$ cat src/rtl/pdt_pkg.sv
package pdt_pkg;
  typedef enum logic [1:0] {
    FLD_CTRL   = 2'd0,
    FLD_RELOAD = 2'd1,
    FLD_CNT_LO = 2'd2,
    FLD_CNT_HI = 2'd3
  } fld_e;

  localparam int CTRL_RUN  = 0;
  localparam int CTRL_MODE = 1;
  localparam int CTRL_TEN  = 2;
  localparam int CTRL_LOAD = 3;
  localparam int NIB       = 4;
endpackage

$ cat src/rtl/pdt_fall_sync.sv
module pdt_fall_sync #(
  parameter int STAGES = 2
) (
  input  logic clk,
  input  logic rst_n,
  input  logic d_i,
  output logic fall_o
);
  // sh[STAGES-1] is the synchronised level; sh[STAGES] is its previous value
  logic [STAGES:0] sh;

  always_ff @(posedge clk or negedge rst_n) begin
    if (!rst_n) sh <= '0;
    else        sh <= {sh[STAGES-1:0], d_i};
  end

  assign fall_o = sh[STAGES] & ~sh[STAGES-1];
endmodule

$ cat src/rtl/pdt_channel.sv
module pdt_channel
  import pdt_pkg::*;
#(
  parameter int W    = 8,
  parameter int SYNC = 2
) (
  input  logic          clk,
  input  logic          rst_n,
  input  logic          tclk_i,
  input  logic          evt_i,
  input  logic          wr_ctrl,
  input  logic          wr_rld,
  input  logic [W-1:0]  wdata,
  input  logic          rd_lo,
  output logic [W-1:0]  cnt_o,
  output logic [W-1:0]  rld_o,
  output logic [W-NIB-1:0] hold_o,
  output logic          run_o,
  output logic          mode_o,
  output logic          ten_o,
  output logic          uf_o,
  output logic          tout_o,
  output logic          ld_o,
  output logic          fall_o
);
  logic tk_fall, ev_fall, fall;
  logic run_req, run_q, mode_q, ten_q, tog_q, uf_q, tout_q;
  logic [W-1:0] cnt_q, rld_q;
  logic [W-NIB-1:0] hold_q;
  logic ld;

  pdt_fall_sync #(.STAGES(SYNC)) u_tick_sync (
    .clk(clk), .rst_n(rst_n), .d_i(tclk_i), .fall_o(tk_fall)
  );
  pdt_fall_sync #(.STAGES(SYNC)) u_evt_sync (
    .clk(clk), .rst_n(rst_n), .d_i(evt_i), .fall_o(ev_fall)
  );

  assign fall = mode_q ? ev_fall : tk_fall;
  assign ld   = wr_ctrl & wdata[CTRL_LOAD];

  always_ff @(posedge clk or negedge rst_n) begin
    if (!rst_n) begin
      run_req <= 1'b0;
      run_q   <= 1'b0;
      mode_q  <= 1'b0;
      ten_q   <= 1'b0;
      tog_q   <= 1'b0;
      uf_q    <= 1'b0;
      tout_q  <= 1'b0;
      cnt_q   <= '0;
      rld_q   <= '0;
      hold_q  <= '0;
    end else begin
      uf_q <= 1'b0;
      if (wr_ctrl) begin
        run_req <= wdata[CTRL_RUN];
        mode_q  <= wdata[CTRL_MODE];
        ten_q   <= wdata[CTRL_TEN];
      end
      if (wr_rld) rld_q <= wdata;
      // run state follows the request only on a counting edge
      if (fall) run_q <= run_req;
      if (ld) begin
        cnt_q <= rld_q;
      end else if (fall && run_q) begin
        if (cnt_q == '0) begin
          cnt_q <= rld_q;
          uf_q  <= 1'b1;
          tog_q <= ~tog_q;
        end else begin
          cnt_q <= cnt_q - 1'b1;
        end
      end
      if (rd_lo) hold_q <= cnt_q[W-1:NIB];
      tout_q <= tog_q & ten_q;
    end
  end

  assign cnt_o  = cnt_q;
  assign rld_o  = rld_q;
  assign hold_o = hold_q;
  assign run_o  = run_q;
  assign mode_o = mode_q;
  assign ten_o  = ten_q;
  assign uf_o   = uf_q;
  assign tout_o = tout_q;
  assign ld_o   = ld;
  assign fall_o = fall;
endmodule

$ cat src/rtl/prog_down_timer.sv
module prog_down_timer
  import pdt_pkg::*;
#(
  parameter int CHANNELS = 2,
  parameter int W        = 8,
  parameter int SYNC     = 2,
  localparam int CHW     = (CHANNELS > 1) ? $clog2(CHANNELS) : 1,
  localparam int AW      = CHW + 2
) (
  input  logic                clk,
  input  logic                rst_n,
  input  logic [CHANNELS-1:0] tclk_i,
  input  logic [CHANNELS-1:0] evt_i,
  input  logic                wr_en,
  input  logic [AW-1:0]       wr_addr,
  input  logic [W-1:0]        wr_data,
  input  logic                rd_en,
  input  logic [AW-1:0]       rd_addr,
  output logic [W-1:0]        rd_data,
  output logic [CHANNELS-1:0] uf_o,
  output logic [CHANNELS-1:0] tout_o
);
  logic [CHANNELS-1:0][W-1:0]     cnt_v, rld_v;
  logic [CHANNELS-1:0][W-NIB-1:0] hold_v;
  logic [CHANNELS-1:0]            run_v, mode_v, ten_v, ld_v, fall_v;

  fld_e wr_fld, rd_fld;
  assign wr_fld = fld_e'(wr_addr[1:0]);
  assign rd_fld = fld_e'(rd_addr[1:0]);

  for (genvar g = 0; g < CHANNELS; g++) begin : g_ch
    logic wsel, rsel;
    assign wsel = wr_en && (wr_addr[AW-1:2] == CHW'(g));
    assign rsel = rd_en && (rd_addr[AW-1:2] == CHW'(g));

    pdt_channel #(.W(W), .SYNC(SYNC)) u_ch (
      .clk    (clk),
      .rst_n  (rst_n),
      .tclk_i (tclk_i[g]),
      .evt_i  (evt_i[g]),
      .wr_ctrl(wsel && wr_fld == FLD_CTRL),
      .wr_rld (wsel && wr_fld == FLD_RELOAD),
      .wdata  (wr_data),
      .rd_lo  (rsel && rd_fld == FLD_CNT_LO),
      .cnt_o  (cnt_v[g]),
      .rld_o  (rld_v[g]),
      .hold_o (hold_v[g]),
      .run_o  (run_v[g]),
      .mode_o (mode_v[g]),
      .ten_o  (ten_v[g]),
      .uf_o   (uf_o[g]),
      .tout_o (tout_o[g]),
      .ld_o   (ld_v[g]),
      .fall_o (fall_v[g])
    );
  end

  always_comb begin
    rd_data = '0;
    for (int i = 0; i < CHANNELS; i++) begin
      if (rd_addr[AW-1:2] == CHW'(i)) begin
        unique case (rd_fld)
          FLD_CTRL:   rd_data = {{(W-3){1'b0}}, ten_v[i], mode_v[i], run_v[i]};
          FLD_RELOAD: rd_data = rld_v[i];
          FLD_CNT_LO: rd_data = {{(W-NIB){1'b0}}, cnt_v[i][NIB-1:0]};
          FLD_CNT_HI: rd_data = {{NIB{1'b0}}, hold_v[i]};
          default:    rd_data = '0;
        endcase
      end
    end
  end
endmodule

$ cat config.mk
export PLATFORM = sky130hd
export DESIGN_NAME = prog_down_timer
export DESIGN_NICKNAME = d
export VERILOG_FILES = /design/src/rtl/pdt_pkg.sv /design/src/rtl/pdt_fall_sync.sv /design/src/rtl/pdt_channel.sv /design/src/rtl/prog_down_timer.sv
export SDC_FILE = /design/constraint.sdc
export NUM_CORES = 1
export LEC_CHECK = 0
export ABC_CLOCK_PERIOD_IN_PS = 3730
export BUFFER_PORTS_ARGS = -buffer_cell sky130_fd_sc_hd__buf_2
export CAP_MARGIN = 0
export CORE_ASPECT_RATIO = 0.6
export CORE_MARGIN = 5
export CORE_UTILIZATION = 46
export DETAILED_ROUTE_END_ITERATION = 16
export PLACE_DENSITY = 0.77
export SYNTH_ARGS = -nofsm -noshare
export SYNTH_HDL_FRONTEND = slang
export SYNTH_SLANG_ARGS = --single-unit
$ cat constraint.sdc
create_clock -name clk -period 3.73 [get_ports clk]
set_clock_uncertainty 0.1 [all_clocks]
set_input_delay 0.1865 -clock clk [delete_from_list [all_inputs] [get_ports clk]]
set_output_delay 0.1865 -clock clk [all_outputs]
set_load 0.005 [all_outputs]
; Yosys cells after proc, flatten, opt, wreduce, memory -nomap -nowiden
; Cells that the tools add are included.
[totals]
mem_bits_ro = 0
latch_bits = 0
output_inout_bits = 12
wordCells = 85
mem_bits_rw = 0
inputBits = 22
n_memories = 0
regBits = 66
[op_classes]
bitwise_logic = 18
magnitude_cmp = 0
div = 0
shifts = 0
n_reduce_logical = 20
addsub = 2
n_eq_ne = 4
multipliers = 0
mux = 17
[ops]
columns = op, n
row1 = $pmux W8 S4, 2
row2 = $mux W8, 7
row3 = $logic_not A8 Y1, 2
row4 = $sub A8 B1 Y8 const B, 2
row5 = $logic_and A1 B1 Y1, 12
row6 = $not A1 Y1, 10
row7 = $and A1 B1 Y1, 8
row8 = $mux W1, 8
row9 = $reduce_and A3 Y1, 2
row10 = $eq A2 B1 Y1 const B, 2
row11 = $eq A2 B2 Y1 const B, 2
row12 = $logic_not A2 Y1, 2
row13 = $reduce_bool A2 Y1, 2

; Logic depth before layout (Yosys ltp)
; Gate-level depths: netlist of run 1.
[depth]
depth_word = 6
depth_mapped = 8
mapped_depth_nobuf = 7

; By module
; A second synthesis of run 1 with hierarchy kept.
[unflattened]
hier_cells = 269
area_unflattened_um2 = 3300.7
[by_module_without_submodules]
columns = mod, seq_area_each_um2, area_each_um2, cells_each, instances
row1 = pdt_channel, 675.6, 1280.0, 107, 2
row2 = prog_down_timer, 0.0, 385.4, 39, 1
row3 = pdt_fall_sync, 75.1, 88.8, 4, 4

; Least setup slack after synthesis of run 1
; No wires, ideal clock.
[synth_timing]
path_kind = register to register
startpoint = register g_ch[0].u_ch.cnt_q[0]
endpoint = register g_ch[0].u_ch.cnt_q[1]
arrival_ns = 1.550
period_less_slack_ns = 1.775
n_path_buf = 1
slack_ns = 1.955
setup_ns = 0.125
t_required_ns = 3.505
path_stages_with_launch = 8
cell_sequence = dfrtp_1 inv_1 ha_1 nor4b_2 o2bb2ai_1 buf_2 o21ai_0 mux2_2
[synth_between]
elab_chain_len = 4
word_cells_on_any_way = 5
cone_classes = add/sub: 1 / mux: 3 / reduce/logical: 1
[synth_lines]
columns = element, line
row1 = "start, declared", pdt_channel.sv:28  ; logic [W-1:0] cnt_q, rld_q;
row2 = "start signal, assigned", pdt_channel.sv:65  ; cnt_q <= rld_q;
row3 = "start signal, assigned", pdt_channel.sv:68  ; cnt_q <= rld_q;
row4 = "start signal, assigned", pdt_channel.sv:72  ; cnt_q <= cnt_q - 1'b1;
row5 = $sub A8 B1 Y8 / $logic_not A8 Y1 (equally long branches), "pdt_channel.sv:72, pdt_channel.sv:67"
row6 = $mux W8 (*), pdt_channel.sv:67  ; if (cnt_q == '0) begin
row7 = $mux W8 (*), pdt_channel.sv:66  ; end else if (fall && run_q) begin
row8 = $mux W8 (*), pdt_channel.sv:64  ; if (ld) begin
; Mark *: on every way between the ends. The rest lies on a longest branch, timed or not. The select of a mux whose other input is x is not followed.
; A chain may end at the register's enable or synchronous reset.

; Worst setup path in the final report of run 1
; Ends and elaborated chain as after synthesis.

==> reports/results.ini, run 1 <==
[die]
start_util_pct = 48.0
rows = 23
core_area_sq_um = 6760
die_area_sq_um = 8880
ioPinCount = 34
dieHeight_microns = 75.0
die_x_microns = 118

[timing]
hold_viol_final = 0
rsz0062_at_grt = no
setup_tns_ps = 0
fin_hold_ws_ps = 22.0
period_needed_ps = 2050
setup_violations = 0
worst_slack_ps = 1680
period_share_pct = 55.0
slew_headroom_pct = 50.2
max_freq_mhz = 487
worst_pin_slew_ps = 747
drv_slew = 0

[grt]
grtUsageTotal_pct = 17.9
antenna_found_initial = 0
grt_overflow_total = 0
grt_pass1_wl_mm = 12.0
grt_max_degree = 34
grt_pass1_vias = 2259

[routing]
drc_errors = 0
ant_nets = 0
post_drt_wl_per_cell_microns = 18.1
vias_per_cell = 5.62
drtPass1Iterations = 4
first_iter_violations = 165
wl_mm = 7.26
vias = 2261

[synthesis]
async_reset_ff_share_pct = 100
synthCells = 270
synth_seq_area_share_pct = 50.9
synth-seq-cells = 66
syn_avg_cell_area_sq_um = 12.0
netlist_area_sq_um = 3240
yosys_warnings = 0
synth.distinct_cells = 50
syn-num-nets = 296
ys.flop_type = dfrtp_1
synth-edff-count = 0

[cts]
clk_pin_slew_ps = 50
postCtsHoldBufs = 8
post_cts_buffers = 0
cts_tree = built
clkSinkCount = 66
cts.path.max_buffers = 2
cts_root_buf = clkbuf_16
post_cts_resized = 0
clk_latency_ps = 330
cts_buffers = 9
cts_htree_levels = 3

[cells_and_area]
diodes = 0
fin_nets = 337
num-fill-cells = 568
layout-drive-gt1-share_pct = 32.1
multi_input_area_sq_um = 1470
fin_util_pct = 56.2
syn_to_final_growth_pct = 17.2
fin_cells = 402
regArea_sq_um = 1650
stdcell_area_sq_um = 3800

[pwr]
vdd_drop_max_v = 0.000435
power_density_nw_per_um2 = 665
total_power_mw = 2.53
leakage_nw = 1.65

[flow_run]
drv_cap = 0

[critical_path]
cp_max_fo = 22
critPathLaunchType = register
r2r_cells = 7
r2r-end = g_ch[0].u_ch.cnt_o[1]$_DFFE_PN0P_
ff2ff_setup_slack_ps = 1680
critPathArrivalTime_ps = 2170
required_ps = 3850
endpoint_kind = register
worst_r2r_startpoint = g_ch[0].u_ch.cnt_o[0]$_DFFE_PN0P_
crit_type = register to register

[placed_design]
gp_congestion = 0.871
placed_cell_area_sq_um = 3450
place_hpwl_mm = 5.29
portBuffers = 33
dp.cells = 379
dp_slack_ps = 1760

[worst_hold_path]
hold_class = primary input to register
hp-start = wr_data[7]
worstHoldPathCells = 2
whs_endpoint = g_ch[1].u_ch.rld_o[7]$_DFFE_PN0P_

[run_status]
run_status = finished, final reports clean

[worst max path at each step]
stage	endpoint	start	slack [ps]	depth (start not counted)
2_1_floorplan	g_ch[0].u_ch.cnt_o[1]$_DFFE_PN0P_	g_ch[0].u_ch.cnt_o[0]$_DFFE_PN0P_	1960	7
6_report	g_ch[0].u_ch.cnt_o[1]$_DFFE_PN0P_	g_ch[0].u_ch.cnt_o[0]$_DFFE_PN0P_	1680	7
3_5_place_dp	g_ch[0].u_ch.cnt_o[3]$_DFFE_PN0P_	g_ch[0].u_ch.cnt_o[0]$_DFFE_PN0P_	1760	8
4_1_cts	g_ch[0].u_ch.cnt_o[1]$_DFFE_PN0P_	g_ch[0].u_ch.cnt_o[0]$_DFFE_PN0P_	1680	7
5_1_grt	g_ch[0].u_ch.cnt_o[6]$_DFFE_PN0P_	g_ch[0].u_ch.cnt_o[0]$_DFFE_PN0P_	1480	8
3_3_place_gp	g_ch[0].u_ch.cnt_o[7]$_DFFE_PN0P_	g_ch[0].u_ch.cnt_o[0]$_DFFE_PN0P_	1870	8
[registers in the layout (all words and copies together), names as in the netlist, 6 cells and up]
register and cells:
g_ch.u_ch.cnt_o 16, g_ch.u_ch.rld_o 16, g_ch.u_ch.hold_o 8, g_ch.u_ch.u_evt_sync.sh 6
g_ch.u_ch.u_tick_sync.sh 6
[layer usage]
layer | share of wire (%) | wire [microns] | vias up | track usage [%]
met5 | 0 | 0 | - | 0
met4 | 1.0 | 74 | 0 | 4.15
met3 | 8.0 | 580 | 7 | 8.18
met2 | 40 | 2920 | 70 | 23.6
met1 | 51 | 3680 | 1130 | 26.6
li1 | - | - | 1054 | -
[worst max-delay path, stage by stage (launching register included)]
cell and delay, ps:
dfrtp_1 440, inv_1 110, ha_1 160, nor4b_2 330, o2bb2ai_1 170, buf_4 260
o21ai_0 100, mux2_2 250
[cell type report]
type	count	area share, %
multi-input cells	182	38.6
clock inverters	3	0.395
repair buffers	45	7.24
clock buffers	12	6.75
inverters	7	0.691
flip-flops and latches	66	43.4
well taps	87	2.86
[logic make-up after synthesis]
| logic type | Yosys count | synth area share (%) |
|---|---|---|
| muxes | 51 | 19.4 |
| buffers and inverters | 22 | 3.78 |
| xor gates and xnor gates | 2 | 0.540 |
| DFF | 66 | 50.9 |
| and+or+nand+nor | 77 | 15.2 |
| AOI/OAI and AO/OA | 48 | 8.57 |
| adders and majority gates | 4 | 1.54 |
[placed cells by master, fill, tap and decap left out, types with 2 or more instances in the layout]
master	Yosys	routed
a21oi_1	14	14
and2_1	4	4
and3b_1	2	2
buf_2	6	33
buf_4	4	4
clkbuf_16	0	9
clkbuf_8	0	2
clkinv_2	0	3
dfrtp_1	66	66
dlygate4sd3_1	0	8
ha_1	4	4
inv_1	7	7
mux2_2	36	36
mux2i_1	9	9
mux4_2	6	6
nand2_1	11	11
nand2b_1	3	3
nand3_1	5	5
nand4b_1	2	2
nor2_1	21	21
nor3_1	6	6
nor3b_1	3	3
nor4_1	2	2
nor4bb_1	2	2
o211ai_1	2	2
o21a_1	2	2
o21ai_0	21	21
o2bb2ai_1	3	3
xor2_1	2	2
[report_power, final]
| group | switching (mW) | internal [mW] | total, mW |
|---|---|---|---|
| Combinational | 0.291 | 0.334 | 0.626 |
| Clock | 0.285 | 0.478 | 0.763 |
| Sequential | 0.224 | 0.916 | 1.14 |
[synth_stat cells (5+ instances only)]
cell type	n	area share [%]
inv_1	7	0.81
buf_2	6	0.93
mux4_2	6	4.2
nand2_1	11	1.3
mux2_2	36	13
nor3_1	6	0.93
a21oi_1	14	2.2
mux2i_1	9	2.8
dfrtp_1	66	51
nand3_1	5	0.77
o21ai_0	21	3.2
nor2_1	21	2.4
Note: power is estimated with default switching activity, not from simulation.
==> run 2, diff against run 1 <==
- ABC_CLOCK_PERIOD_IN_PS: 3730 -> 1700
- PLACE_DENSITY: 0.77 -> 0.79
- clock period: 3.73 -> 1.7 ns (I/O delays scaled with it)
==> run 2 against run 1 <==
Effect of this change:
- the flow now finishes with violations (negative setup slack)
- via count up 11%
- utilization rose by 11 points
- flip-flop and latch count stayed put
- critical path depth shrank 3
- critical path type is now register to output port
- first-iteration DRC count rose by 27%
==> reports/results.ini, run 2 (same netlist as run 1, synthesis figures left out) <==
[run_status]
run_status = finished with violations
violations = negative setup slack

[routing]
vias_per_cell = 5.61
first_iter_violations = 210
drtPass1Iterations = 4
post_drt_wl_per_cell_microns = 19.6
ant_nets = 0
drc_errors = 0
wl_mm = 8.82
vias = 2520

[die]
core_area_sq_um = 6760
start_util_pct = 48.0
die_x_microns = 118
dieHeight_microns = 75.0
ioPinCount = 34
rows = 23
die_area_sq_um = 8880

[pwr]
leakage_nw = 2.01
vdd_drop_max_v = 0.000904
power_density_nw_per_um2 = 1550

[critical_path]
r2r_cells = 9
ff2ff_setup_slack_ps = -170
cp_max_fo = 2
crit_type = register to output port
endpoint_kind = output port
slowest_stage = mux4_2
worst_r2r_startpoint = g_ch[0].u_ch.cnt_o[1]$_DFFE_PN0P_
critPathMostFrequentCell = buf_6
r2r-end = g_ch[0].u_ch.cnt_o[2]$_DFFE_PN0P_
critPathLaunchType = register
required_ps = 1510
crit_chain = buf_6 > mux4_2 > mux2_4 > buf_6
critPathArrivalTime_ps = 1730
crit_path_max_incr_delay_ps = 450

[cts]
cts_root_buf = clkbuf_16
cts_buffers = 9
clk_pin_slew_ps = 60
cts.path.max_buffers = 2
clk_latency_ps = 340
cts_htree_levels = 3
clkSinkCount = 66
cts_tree = built

[worst_hold_path]
hold_class = primary input to register
hp-start = wr_data[3]
whs_endpoint = g_ch[1].u_ch.rld_o[3]$_DFFE_PN0P_
worstHoldPathCells = 2

[timing]
setup_violations = 14
period_needed_ps = 1920
max_freq_mhz = 521
hold_viol_final = 0
drv_slew = 0
slew_headroom_pct = 76.4
period_share_pct = 113
worst_slack_ps = -220
worst_pin_slew_ps = 354
setup_tns_ps = -1300
rsz0062_at_grt = yes

[grt]
antenna_found_initial = 0
grtUsageTotal_pct = 20.4
grt_overflow_total = 0
grt_pass1_wl_mm = 13.7
grt_max_degree = 67
grt_pass1_vias = 2521

[cells_and_area]
layout-drive-gt1-share_pct = 48.1
fin_nets = 383
layout_commonest_cell = dfrtp_1
mostFrequentLayoutCells = dfrtp_1, mux2_2, buf_4
diodes = 0
stdcell_area_sq_um = 4530
syn_to_final_growth_pct = 39.6
fin_util_pct = 66.9

[placed_design]
gp_congestion = 0.889
portBuffers = 33
dp_slack_ps = -51.8
place_hpwl_mm = 5.43
placed_cell_area_sq_um = 3640

[flow_run]
drv_cap = 0

==> run 2: cell types whose count changed in the layout (fill, tap and decap cells not counted), sizes merged <==
cell         before  now
dlygate4sd3       8   12
clkbuf           12   11
bufinv            0    3
buf              37   79
clkinv            3    2
==> run 2: metrics by stage <==
step	hold slack, ps	power [mW]	cells
final	33.6	7.02	449
after global routing	33.6	7.36	449
after CTS	17.5	6.59	436
after detailed placement	28.1	4.15	398
after global placement	27.3	4.07	398
after floorplan	-311	3.44	270
==> run 2: how the worst max path moves through the flow <==
stage / start / end / depth (start not counted)
floorplan: g_ch[0].u_ch.cnt_o[0]$_DFFE_PN0P_ / g_ch[0].u_ch.cnt_o[3]$_DFFE_PN0P_ / 8
global placement: g_ch[0].u_ch.cnt_o[0]$_DFFE_PN0P_ / g_ch[0].u_ch.cnt_o[0]$_DFFE_PN0P_ / 7
detailed placement: g_ch[0].u_ch.cnt_o[0]$_DFFE_PN0P_ / g_ch[0].u_ch.cnt_o[0]$_DFFE_PN0P_ / 7
CTS: g_ch[0].u_ch.cnt_o[1]$_DFFE_PN0P_ / rd_data[1] / 4
global route: g_ch[0].u_ch.cnt_o[1]$_DFFE_PN0P_ / rd_data[1] / 4
finish: g_ch[0].u_ch.cnt_o[1]$_DFFE_PN0P_ / rd_data[1] / 4
==> run 2: timing repair <==
item,CTS,global route
endpoints found under the hold margin,90,0
pin swaps,1,24
setup endpoints to repair,15,23
gates cloned,2,0
hold buffers,12,0
setup buffers,8,15
resized for setup,18,55
==> run 2: layer usage <==
metal  part of all wire (%)  global-route usage [%]
met3                    6.6                    6.76
met2                     45                    30.2
met1                     47                    28.3
met5                      0                       0
met4                    1.6                    7.55
==> run 2: worst max-delay path, delay by kind of cell, from the launching register on <==
kind | cells | cell delay [ps]
muxes | 2 | 740
DFF | 1 | 410
buffers and inverters | 2 | 250
==> run 2: final cells by class <==
cell class,count,area [sq um]
Inverter,7,26.3
Multi-Input combinational cell,182,1650
Clock buffer,11,253
Sequential cell,66,1650
Clock inverter,5,100
Fill cell,493,2240
Tap cell,87,109
Timing Repair Buffer,91,731
==> run 2: power by group <==
group,switching [mW],internal (mW)
Clock,0.682,1.51
Sequential,0.398,2.01
Combinational,1.10,1.32
==> run 3, diff against run 2 <==
- CORE_ASPECT_RATIO: 0.6 -> 0.75
- CORE_MARGIN: 5 -> unset
- SYNTH_HIERARCHICAL: unset -> 1
==> run 3 against run 2 <==
Effect of this change:
- the run still ends with negative setup slack left
- routed wire length up 0.57%
- largest cell class is now multi-input gates
- sequential power shrank 2%
- largest power group unchanged
- via count is 6.3% higher
- utilization shrank 0.57 points
- final cell count is 4.5% higher
- critical path type unchanged
- maximum frequency is essentially flat
- flip-flop and latch count is the same
==> reports/results.ini, run 3 <==
[timing]
rsz0062_at_grt = yes
slew_headroom_pct = 70.7
worst_slack_ps = -220
drv_slew = 0
setup_violations = 17
hold_viol_final = 0
setup_tns_ps = -1770
worst_pin_slew_ps = 439
max_freq_mhz = 521
period_share_pct = 113
fin_hold_ws_ps = 150
period_needed_ps = 1920

[die]
start_util_pct = 48.1
dieHeight_microns = 75.4
ioPinCount = 34
die_area_sq_um = 7520
core_area_sq_um = 6860
rows = 26
die_x_microns = 99.8

[cts]
clk_latency_ps = 350
clkSinkCount = 66
cts_htree_levels = 3
cts_tree = built
cts.path.max_buffers = 2
cts_root_buf = clkbuf_8
cts_buffers = 9
clk_pin_slew_ps = 70

[synthesis]
netlist_area_sq_um = 3300
synth.distinct_cells = 47
ys.flop_type = dfrtp_1
synth_top_area_share_pct = 50.0
synth_area_leader_cell = dfrtp_1
synth-edff-count = 0
ys_top_cells_by_count = dfrtp_1, mux2_2, nand2_1
synth_seq_area_share_pct = 50.0
synth-seq-cells = 66
async_reset_ff_share_pct = 100
syn-num-nets = 295
netlist_top_cells_area = dfrtp_1, mux2_2, mux4_1, mux2i_1, nand2_1
synth_most_common_cell = dfrtp_1
yosys_warnings = 6
syn_avg_cell_area_sq_um = 12.3
synthCells = 269

[critical_path]
slowest_stage = mux4_2
ff2ff_setup_slack_ps = -180
critPathBufInv = 2
critPathLaunchType = register
endpoint_kind = output port
cp_max_fo = 2
crit_family = multiplexers
critPathMostFrequentCell = buf_6
required_ps = 1510
crit_chain = buf_6 > mux4_2 > mux2_4 > buf_6
crit_type = register to output port
critPathArrivalTime_ps = 1740
crit_path_max_incr_delay_ps = 450

[routing]
drc_errors = 0
drtPass1Iterations = 5
vias_per_cell = 5.71
first_iter_violations = 161
wl_mm = 8.87
vias = 2680
ant_nets = 0
post_drt_wl_per_cell_microns = 18.9

[cells_and_area]
mostFrequentLayoutCells = dfrtp_1, buf_4, buf_2
num-fill-cells = 503
fin_util_pct = 66.4
layout-drive-gt1-share_pct = 49.3
fin_nets = 392
diodes = 0
multi_input_area_sq_um = 1760
fin_cells = 469
syn_to_final_growth_pct = 38.0
stdcell_area_sq_um = 4560
layout_commonest_cell = dfrtp_1
regArea_sq_um = 1650

[grt]
grt_pass1_vias = 2410
antenna_found_initial = 0
grtUsageTotal_pct = 24.2
grt_pass1_wl_mm = 12.9
grt_max_degree = 67
grt_overflow_total = 0

[placed_design]
dp_slack_ps = -72.5
place_hpwl_mm = 5.80
portBuffers = 33
dp.cells = 421
placed_cell_area_sq_um = 3810
gp_congestion = 0.911

[run_status]
violations = negative setup slack
run_status = finished with violations

[worst_hold_path]
hold_class = primary input to register

[flow_run]
drv_cap = 0

[pwr]
power_density_nw_per_um2 = 1470
vdd_drop_max_v = 0.000723
leakage_nw = 2.07
total_power_mw = 6.69

[run 3: cells by family (layout without fill, tap and decap cells)]
kind of cell	Yosys count	count (layout)	share of synthesized area (%)
buf+inv	21	123	2.77
simple gates	79	79	15.0
xor+xnor	2	2	0.531
fa+ha+maj	4	4	1.52
mux	48	48	18.8
flops	66	66	50.0
compound gates	49	49	11.4
[run 3: final timing paths]
check / startpoint / end / cells past startpoint
worst max-delay path: g_ch[0].u_ch/cnt_o[1]$_DFFE_PN0P_ / rd_data[1] / 4
worst min-delay path: wr_addr[0] / g_ch[1].u_ch/cnt_o[0]$_DFFE_PN0P_ / 4
worst max register to register: g_ch[0].u_ch/cnt_o[0]$_DFFE_PN0P_ / g_ch[0].u_ch/cnt_o[3]$_DFFE_PN0P_ / 7
worst min register to register: g_ch[0].u_ch/u_tick_sync/sh[0]$_DFF_PN0_ / g_ch[0].u_ch/u_tick_sync/sh[1]$_DFF_PN0_ / 0
max in group asynchronous: rst_n / g_ch[0].u_ch/cnt_o[3]$_DFFE_PN0P_ / 3
min in group asynchronous: rst_n / g_ch[1].u_ch/u_tick_sync/sh[2]$_DFF_PN0_ / 3
[run 3: cell type report]
type / count / area share, %
Clock inverter: 5 / 2.25
Sequential cell: 66 / 36.3
Clock buffer: 11 / 2.88
Timing Repair Buffer: 94 / 16.1
Inverter: 13 / 1.18
Multi-Input combinational cell: 182 / 38.7
Tap cell: 98 / 2.69
[run 3: worst register-to-register path, stage by stage (launching register included)]
cell     delay [ps]
dfrtp_1         380
buf_6           120
inv_4            30
ha_4            140
nor3b_4         170
a21oi_4         360
nor2_4          110
a221o_1         340
[run 3: power by group]
part | switching [mW] | internal [mW]
Combinational | 1.32 | 1.44
Clock | 0.597 | 0.972
Sequential | 0.375 | 1.98
[run 3: metal layers]
| metal | global-route usage, % | vias up | wire length [microns] |
|---|---|---|---|
| li1 | - | 1194 | - |
| met1 | 34.5 | 1351 | 4190 |
| met2 | 35.5 | 121 | 3960 |
| met3 | 8.81 | 14 | 622 |
| met4 | 5.39 | 0 | 95 |
| met5 | 0 | - | 0 |
[run 3: what timing repair did]
action	CTS	global route
pin swaps	2	20
setup endpoints to repair	10	21
gates cloned	0	0
hold buffers	13	0
endpoints found under the hold margin	92	0
setup buffers	13	6
resized for setup	18	41
